`src/rtl/mbox_cmd_issuer.sv`:
```
module mbox_cmd_issuer #(
  parameter int          AW          = 12,
  parameter int          POLL_CYCLES = 50000,
  parameter int          RETRY_LIMIT = 4000,
  parameter logic [31:0] RC_TIMEOUT  = 32'hFFFF_FFFF,
  parameter logic [AW-1:0] LOCK_ADDR   = 'h010,
  parameter logic [AW-1:0] UNLOCK_ADDR = 'h014,
  parameter logic [AW-1:0] SIGN_ADDR   = 'h020,
  parameter logic [AW-1:0] ARG1_ADDR   = 'h024,
  parameter logic [AW-1:0] ARG2_ADDR   = 'h028,
  parameter logic [AW-1:0] ARG3_ADDR   = 'h02C,
  parameter logic [AW-1:0] CMD_ADDR    = 'h030
) (
  input  logic          clk,
  input  logic          rst_n,
  input  logic          start,
  input  logic [7:0]    func_num,
  input  logic [7:0]    version,
  input  logic [31:0]   arg1,
  input  logic [31:0]   arg2,
  input  logic [31:0]   arg3,
  input  logic [30:0]   cmd_code,
  output logic          busy,
  output logic          done,
  output logic [31:0]   result,
  output logic          bus_valid,
  input  logic          bus_ready,
  output logic          bus_write,
  output logic [AW-1:0] bus_addr,
  output logic [31:0]   bus_wdata,
  input  logic          bus_rvalid,
  input  logic [31:0]   bus_rdata
);

  localparam int DLY_W = $clog2(POLL_CYCLES + 1);
  localparam int TRY_W = $clog2(RETRY_LIMIT + 2);
  localparam logic [DLY_W-1:0] DLY_LOAD = DLY_W'(POLL_CYCLES - 1);
  localparam logic [TRY_W-1:0] TRY_MAX  = TRY_W'(RETRY_LIMIT);
  localparam logic [TRY_W-1:0] TRY_LAST = TRY_W'(RETRY_LIMIT - 1);

  typedef enum logic [3:0] {
    S_IDLE, S_LK_RD, S_LK_WT, S_LK_DLY, S_WR, S_PL_DLY, S_PL_RD,
    S_PL_WT, S_ER_RD, S_ER_WT, S_UL_RD, S_UL_WT
  } st_t;

  st_t              st;
  logic [2:0]       widx;
  logic [DLY_W-1:0] dly;
  logic [TRY_W-1:0] tries;
  logic [7:0]       func_q, ver_q;
  logic [31:0]      a1_q, a2_q, a3_q, res_q;
  logic [30:0]      cmd_q;
  logic             done_q;
  logic             fire;

  assign busy   = (st != S_IDLE);
  assign done   = done_q;
  assign result = res_q;
  assign fire   = bus_valid & bus_ready;

  always_comb begin
    bus_valid = 1'b0;
    bus_write = 1'b0;
    bus_addr  = '0;
    bus_wdata = '0;
    case (st)
      S_LK_RD: begin bus_valid = 1'b1; bus_addr = LOCK_ADDR; end
      S_PL_RD: begin bus_valid = 1'b1; bus_addr = CMD_ADDR; end
      S_ER_RD: begin bus_valid = 1'b1; bus_addr = ARG1_ADDR; end
      S_UL_RD: begin bus_valid = 1'b1; bus_addr = UNLOCK_ADDR; end
      S_WR: begin
        bus_valid = 1'b1;
        bus_write = 1'b1;
        case (widx)
          3'd0:    begin bus_addr = SIGN_ADDR; bus_wdata = {16'h0000, ver_q, func_q}; end
          3'd1:    begin bus_addr = ARG1_ADDR; bus_wdata = a1_q; end
          3'd2:    begin bus_addr = ARG2_ADDR; bus_wdata = a2_q; end
          3'd3:    begin bus_addr = ARG3_ADDR; bus_wdata = a3_q; end
          default: begin bus_addr = CMD_ADDR;  bus_wdata = {1'b1, cmd_q}; end
        endcase
      end
      default: ;
    endcase
  end

  always_ff @(posedge clk) begin
    if (!rst_n) begin
      st     <= S_IDLE;
      widx   <= '0;
      dly    <= '0;
      tries  <= '0;
      func_q <= '0;
      ver_q  <= '0;
      a1_q   <= '0;
      a2_q   <= '0;
      a3_q   <= '0;
      cmd_q  <= '0;
      res_q  <= '0;
      done_q <= 1'b0;
    end else begin
      done_q <= 1'b0;
      case (st)
        S_IDLE: if (start) begin
          func_q <= func_num;
          ver_q  <= version;
          a1_q   <= arg1;
          a2_q   <= arg2;
          a3_q   <= arg3;
          cmd_q  <= cmd_code;
          tries  <= '0;
          st     <= S_LK_RD;
        end
        S_LK_RD: if (fire) st <= S_LK_WT;
        S_LK_WT: if (bus_rvalid) begin
          if (bus_rdata == 32'd1) begin
            widx <= '0;
            st   <= S_WR;
          end else if (tries == TRY_LAST) begin
            res_q  <= RC_TIMEOUT;
            done_q <= 1'b1;
            st     <= S_IDLE;
          end else begin
            tries <= tries + 1'b1;
            dly   <= DLY_LOAD;
            st    <= S_LK_DLY;
          end
        end
        S_LK_DLY: if (dly == '0) st <= S_LK_RD; else dly <= dly - 1'b1;
        S_WR: if (fire) begin
          if (widx == 3'd4) begin
            tries <= '0;
            dly   <= DLY_LOAD;
            st    <= S_PL_DLY;
          end else begin
            widx <= widx + 1'b1;
          end
        end
        S_PL_DLY: if (dly == '0) begin
          if (tries == TRY_MAX) begin
            res_q <= RC_TIMEOUT;
            st    <= S_UL_RD;
          end else begin
            tries <= tries + 1'b1;
            st    <= S_PL_RD;
          end
        end else begin
          dly <= dly - 1'b1;
        end
        S_PL_RD: if (fire) st <= S_PL_WT;
        S_PL_WT: if (bus_rvalid) begin
          if (bus_rdata[31]) begin
            dly <= DLY_LOAD;
            st  <= S_PL_DLY;
          end else if (bus_rdata == 32'd2) begin
            st <= S_ER_RD;
          end else begin
            res_q <= (bus_rdata == 32'd3) ? RC_TIMEOUT : 32'd0;
            st    <= S_UL_RD;
          end
        end
        S_ER_RD: if (fire) st <= S_ER_WT;
        S_ER_WT: if (bus_rvalid) begin
          res_q <= bus_rdata;
          st    <= S_UL_RD;
        end
        S_UL_RD: if (fire) st <= S_UL_WT;
        S_UL_WT: if (bus_rvalid) begin
          done_q <= 1'b1;
          st     <= S_IDLE;
        end
        default: st <= S_IDLE;
      endcase
    end
  end


  req_hold_chk: assert property (@(posedge clk) disable iff (!rst_n)
    bus_valid && !bus_ready |=> bus_valid && $stable(bus_addr) &&
    $stable(bus_write) && $stable(bus_wdata));


  cmd_bit_chk: assert property (@(posedge clk) disable iff (!rst_n)
    bus_valid && bus_write && bus_addr == CMD_ADDR |-> bus_wdata[31]);


  done_pulse_chk: assert property (@(posedge clk) disable iff (!rst_n)
    done |=> !done);


  idle_quiet_chk: assert property (@(posedge clk) disable iff (!rst_n)
    !busy |-> !bus_valid);

endmodule

```
`config.mk`:
```
export PLATFORM = sky130hd
export DESIGN_NAME = mbox_cmd_issuer
export DESIGN_NICKNAME = d
export VERILOG_FILES = /design/src/rtl/mbox_cmd_issuer.sv
export SDC_FILE = /design/constraint.sdc
export NUM_CORES = 1
export LEC_CHECK = 0
export BUFFER_PORTS_ARGS = -buffer_cell sky130_fd_sc_hd__buf_2
export CAP_MARGIN = 5
export CORE_ASPECT_RATIO = 0.8
export CORE_MARGIN = 3
export CORE_UTILIZATION = 55
export CTS_BUF_LIST = sky130_fd_sc_hd__clkbuf_2 sky130_fd_sc_hd__clkbuf_4 sky130_fd_sc_hd__clkbuf_8
export CTS_CLUSTER_SIZE = 16
export DETAILED_ROUTE_END_ITERATION = 8
export PLACE_DENSITY = 0.83
export SLEW_MARGIN = 15
export SYNTH_ARGS = -nofsm -noshare
export SYNTH_HDL_FRONTEND = slang
export SYNTH_SLANG_ARGS = --single-unit
```
`constraint.sdc`:
```
create_clock -name clk -period 6.1 [get_ports clk]
set_clock_uncertainty 0.1 [all_clocks]
set_input_delay 1.525 -clock clk [delete_from_list [all_inputs] [get_ports clk]]
set_output_delay 1.525 -clock clk [all_outputs]
set_load 0.02 [all_outputs]
```
==> results of run 1 <==
## cell families (layout without fill, tap and decap cells)
group                      Yosys count  after routing
DFF                                211            211
xor gates and xnor gates             1              1
buffers and inverters              124            340
and+or+nand+nor                    542            542
other                                1             14
AOI/OAI and AO/OA                  381            381
muxes                                2              2
adders and majority gates            9              9
## through the flow
step / area [um2] / instances / util (%) / worst slack (ns) / power, mW
floorplan: 9780 / 1278 / - / 2.21 / 2.66
global placement: 11000 / 1656 / 64.8 / 2.16 / 2.96
detailed placement: 11000 / 1656 / 64.8 / 2.09 / 3.00
CTS: 11700 / 1714 / 68.8 / 1.54 / 4.22
global route: 11700 / 1719 / 68.9 / 1.33 / 4.47
finish: 11700 / 1720 / 68.9 / 1.47 / 4.23
## worst min-delay path by stage
stage | start | end
after floorplan | a1_q[19] | a1_q[19]
final | cmd_q[28] | cmd_q[28]
after global placement | ver_q[0] | ver_q[0]
after detailed placement | a1_q[13] | a1_q[13]
after global routing | a1_q[13] | a1_q[13]
after CTS | ver_q[7] | ver_q[7]
## final cells by class
| type | instances | area [um2] | share of cell area (%) |
|---|---|---|---|
| diodes | 6 | 15.0 | 0.128 |
| clock inverters | 6 | 38.8 | 0.332 |
| flip-flops and latches | 211 | 4220 | 36.1 |
| repair buffers | 264 | 1350 | 11.6 |
| inverters | 18 | 70.1 | 0.599 |
| well taps | 220 | 275 | 2.35 |
| clock buffers | 52 | 647 | 5.53 |
| multi-input cells | 943 | 5080 | 43.4 |
## flip-flops by register name, summed over array words and instances, names as in the netlist
register / cells
result: 32
done: 1
ver_q: 8
a3_q: 32
func_q: 8
a1_q: 32
tries: 12
st: 4
dly: 16
a2_q: 32
cmd_q: 31
widx: 3
## cells in the final DEF, fill, tap and decap left out, types with 9 or more instances in the layout
cell type	count
nand3_1	15
buf_4	13
a22oi_1	33
a222oi_1	16
clkbuf_8	41
a21oi_1	186
o21ai_0	24
ha_1	9
nand2_1	353
clkbuf_4	11
a31oi_1	37
o221a_1	32
nor2_1	92
inv_1	16
dfxtp_1	211
buf_2	251
nor4_1	12
## worst max-delay path: stages (launching register included)
cell and delay, ns:
dfxtp_1 0.92, nor2b_1 0.17, nand2_1 0.66, buf_4 0.40, inv_1 0.16, buf_2 0.19
## routing by layer
| metal | global-route usage, % | wire (um) | share of wire (%) | vias up |
|---|---|---|---|---|
| li1 | - | - | - | 4896 |
| met4 | 8.31 | 605 | 2.0 | 2 |
| met2 | 43.6 | 13100 | 44 | 510 |
| met3 | 5.22 | 2890 | 9.8 | 57 |
| met1 | 41.6 | 13000 | 44 | 4706 |
| met5 | 0 | 11 | 0.037 | - |
## cells in the mapped netlist (8+ instances only)
cell type    n
a21oi_1    187
a222oi_1    16
a22oi_1     33
a31oi_1     37
and3_1       9
buf_1        8
buf_4        8
clkbuf_1    83
dfxtp_1    211
ha_1         9
inv_1       16
nand2_1    353
nand2b_1     8
nand3_1     16
nor2_1      92
nor4_1      13
o21ai_0     24
o221a_1     32
## power by group
group          switching [mW]  total, mW  internal [mW]  leakage (nW)
Combinational           0.760       1.18          0.419          2.55
Sequential              0.188       1.82           1.63          1.72
Clock                   0.554       1.23          0.677         0.362
==> flow_metrics.py, run 1 <==
metrics = {
    "timing": {
        "post-route-min-period_ns": 4.63,
        "fin_crit_sh_pct": 75.9,
        "hold_viol": 0,
        "fmaxAchievable_mhz": 216,
        "drv_slew": 0,
        "rsz0062_at_grt": "no",
        "setup_viol_count_final": 0,
        "fin_tns_setup_ns": 0,
        "finalHoldWorstSlack_ns": 0.354,
        "worst_pin_slew_ns": 1.12,
        "relSlewSlack_pct": 25.0,
    },
    "critical_path": {
        "required_ns": 4.47,
        "worst-setup-path-type": "reg -> out",
        "arrival_ns": 3.01,
        "reg2reg_to": "result[22]",
        "end_kind": "primary output",
        "crit_start": "st[0]",
        "r2r_setup_slack_ns": 2.18,
        "timing.rr.start": "st[0]",
        "worstSetupStartpointType": "flop",
        "reg2regPathDepth": 8,
        "critPathMaxFanout": 31,
        "worstSetupEndpoint": "bus_write",
    },
    "synthesis": {
        "synth-simple-area-share_pct": 23.9,
        "synth_top_area_cell": "dfxtp_1",
        "synth-adder-area-share_pct": 1.15,
        "yosysSeqAreaShare_pct": 43.3,
        "ys_ff_latch": 211,
        "synth_area_leaders": "dfxtp_1, nand2_1, a21oi_1",
        "yosys.area_share.xor_xnor_pct": 0.0898,
        "synth_area_um2": 9750,
        "synth-edff-count": 0,
        "synth_cell_types": 71,
        "synth_ff_type": "dfxtp_1",
        "yosys_warnings": 0,
        "synth_compound_area_share_pct": 25.9,
        "muxShareOfSynthArea_pct": 0.205,
        "synth_top_family_by_area": "compound AO/OA/AOI/OAI gates",
        "async_flop_share_pct": 0,
        "syn_area_per_cell_um2": 7.67,
        "netlist.area_leader.share_pct": 43.3,
        "synth_cells": 1271,
    },
    "grt": {
        "grt.total_usage_pct": 28.6,
        "grt_pass1_vias": 9304,
        "overflow": 0,
        "antenna_found_initial": 6,
        "grt_pass1_wl_um": 46700,
        "grt_max_degree": 103,
    },
    "placement": {
        "dp_hpwl_um": 19800,
        "gp_congestion": 0.947,
        "place.port_buffers": 251,
    },
    "min_path": {
        "hold_depth": 2,
        "hold_class": "reg -> reg",
    },
    "die": {
        "ios": 260,
        "die_area_um2": 19400,
        "die_h_um": 125,
        "rows": 42,
        "core_area_um2": 17000,
        "die_x_um": 155,
        "start_util_pct": 57.5,
    },
    "route": {
        "wirelength_um": 29600,
        "drc": 0,
        "num_vias": 10171,
        "first_pass_iters": 6,
        "wl_per_cell_um": 17.2,
        "drt_iter0_drc": 1042,
        "via_per_inst": 5.91,
        "detail-route-antenna-nets": 0,
    },
    "power": {
        "power.leakage_nw": 4.64,
        "ir_drop_mv": 0.239,
        "powerDensity_nw_per_um2": 361,
    },
    "cts": {
        "insertion_delay_ns": 0.50,
        "cts-buffers-inserted": 34,
        "cts_setup_buffers": 0,
        "cts_tree": "yes",
        "cts_buffer_depth": 3,
        "cts_resized": 0,
        "clk_pin_slew_ns": 0.06,
        "cts_root_buf": "clkbuf_8",
        "postCtsHoldBufs": 0,
        "htree_levels": 2,
        "clkSinkCount": 211,
    },
    "final_layout": {
        "fill_cells": 1445,
        "finalNetCount": 1661,
        "syn2layout_area_growth_pct": 19.9,
        "drive_gt1_share_pct": 23.3,
    },
    "run_status": {
        "status": "completed",
    },
    "run": {
        "cap_violations": 0,
    },
}
Power figures use the tool's default switching activity.
==> run 2, diff against run 1 <==
clock period = 4.8 ns   (was 6.1 ns; I/O delays follow)
==> flow_metrics.py, run 2 (same netlist as run 1, synthesis figures left out) <==
metrics = {
    "run_status": {
        "status": "completed",
    },
    "grt": {
        "grt_max_degree": 83,
        "antenna_found_initial": 5,
        "overflow": 0,
        "grt.total_usage_pct": 29.0,
        "grt_pass1_vias": 9547,
        "grt_pass1_wl_um": 47800,
    },
    "route": {
        "detail-route-antenna-nets": 0,
        "drc": 0,
        "first_pass_iters": 7,
        "wirelength_um": 29700,
        "wl_per_cell_um": 17.2,
        "via_per_inst": 5.94,
        "num_vias": 10258,
        "drt_iter0_drc": 1161,
    },
    "die": {
        "start_util_pct": 57.5,
        "die_h_um": 125,
        "core_area_um2": 17000,
        "ios": 260,
        "die_x_um": 155,
        "die_area_um2": 19400,
        "rows": 42,
    },
    "cts": {
        "clkSinkCount": 211,
        "cts_resized": 0,
        "postCtsHoldBufs": 0,
        "cts_setup_buffers": 0,
        "insertion_delay_ns": 0.51,
        "cts-buffers-inserted": 35,
        "cts_tree": "yes",
        "clk_pin_slew_ns": 0.06,
        "cts_root_buf": "clkbuf_8",
        "cts_buffer_depth": 3,
        "htree_levels": 2,
    },
    "timing": {
        "setup_viol_count_final": 0,
        "fin_crit_sh_pct": 87.3,
        "rsz0062_at_grt": "no",
        "worst_pin_slew_ns": 0.914,
        "relSlewSlack_pct": 38.9,
        "hold_viol": 0,
        "post-route-min-period_ns": 4.19,
        "fmaxAchievable_mhz": 239,
        "drv_slew": 0,
        "finalWorstSetupSlack_ns": 0.608,
        "fin_tns_setup_ns": 0,
    },
    "critical_path": {
        "arrival_ns": 2.89,
        "required_ns": 3.50,
        "worst-setup-path-type": "reg -> out",
        "critPathMaxFanout": 23,
        "end_kind": "primary output",
        "timing.rr.start": "st[1]",
        "reg2reg_to": "dly[10]",
        "r2r_setup_slack_ns": 1.16,
        "worstSetupStartpointType": "flop",
        "reg2regPathDepth": 7,
    },
    "power": {
        "powerDensity_nw_per_um2": 463,
        "comb_power_share_pct": 28.0,
        "swShare_pct": 35.1,
        "power.leakage_nw": 4.70,
        "p_int_mw": 3.55,
        "ir_drop_mv": 0.263,
        "seqPwrFrac_pct": 41.9,
        "p_sw_mw": 1.92,
        "power_frac_clock_pct": 30.1,
    },
    "run": {
        "cap_violations": 0,
    },
    "final_layout": {
        "final_cell_mix": "nand2_1, buf_2, dfxtp_1",
        "drive_gt1_share_pct": 23.7,
        "fill_cells": 1417,
        "finalNetCount": 1668,
        "mostFrequentLayoutCell": "nand2_1",
        "syn2layout_area_growth_pct": 21.0,
    },
    "placement": {
        "pre_cts_slack_ns": 1.21,
        "dp_hpwl_um": 19800,
        "place.port_buffers": 251,
        "gp_congestion": 0.916,
    },
    "min_path": {
        "hold_class": "reg -> reg",
        "min_to": "a3_q[7]",
        "hp-start": "a3_q[7]",
        "hold_depth": 2,
    },
}
run 2: changes by cell type in the layout (fill, tap and decap cells not counted):
cell	delta
clkinvlp_4	-1
clkbuf_4	-3
diode_2	-2
clkbuf_8	+6
inv_6	+1
clkinv_4	-1
buf_4	+5
buf_12	+1
run 2: power by group through the flow:
| stage | combinational [mW] | clock, mW | sequential (mW) |
|---|---|---|---|
| after CTS | 1.51 | 1.67 | 2.28 |
| after detailed placement | 1.51 | 0 | 2.31 |
| after global routing | 1.71 | 1.74 | 2.32 |
| final | 1.53 | 1.65 | 2.29 |
| after floorplan | 1.07 | 0 | 2.32 |
| after global placement | 1.47 | 0 | 2.30 |
run 2: worst max-delay path by stage:
stage,startpoint,endpoint
finish,st[2],bus_wdata[19]
CTS,st[2],bus_wdata[26]
detailed placement,st[2],bus_wdata[20]
global placement,st[2],bus_wdata[29]
floorplan,widx[0],bus_wdata[10]
global route,st[2],bus_wdata[22]
run 2: per-layer routing:
layer | GRT usage (%) | share of wire, % | vias up
li1 | - | - | 4905
met3 | 6.29 | 9.9 | 74
met2 | 43.3 | 44 | 531
met1 | 41.9 | 43 | 4746
met4 | 9.19 | 2.5 | 2
met5 | 0 | 0.044 | -
run 2: critical path, cell delays in order, from the launching register on:
cell and delay (ns):
dfxtp_1 0.74, nor2b_1 0.27, nand2_1 0.55, buf_4 0.45, a21oi_1 0.17, buf_2 0.20
run 2: stage by stage:
stage               hold slack [ns]  power (mW)  util [%]  cell area (um2)  cells
finish                        0.354        5.47      69.5            11800   1726
global route                  0.374        5.77      69.5            11800   1726
CTS                           0.354        5.46      69.5            11800   1722
global placement              0.341        3.77      65.1            11100   1662
detailed placement            0.347        3.82      65.1            11100   1662
floorplan                     0.336        3.39         -             9780   1278
run 2: layout make-up:
class                      count  area, um2  area share, %
clock inverter                 5       31.3          0.265
clock buffer                  55        707           5.99
timing repair buffer         270       1410           12.0
multi-input combinational    943       5080           43.0
sequential                   211       4220           35.8
antenna                        4       10.0         0.0848
tap                          220        275           2.33
inverter                      18       70.1          0.594
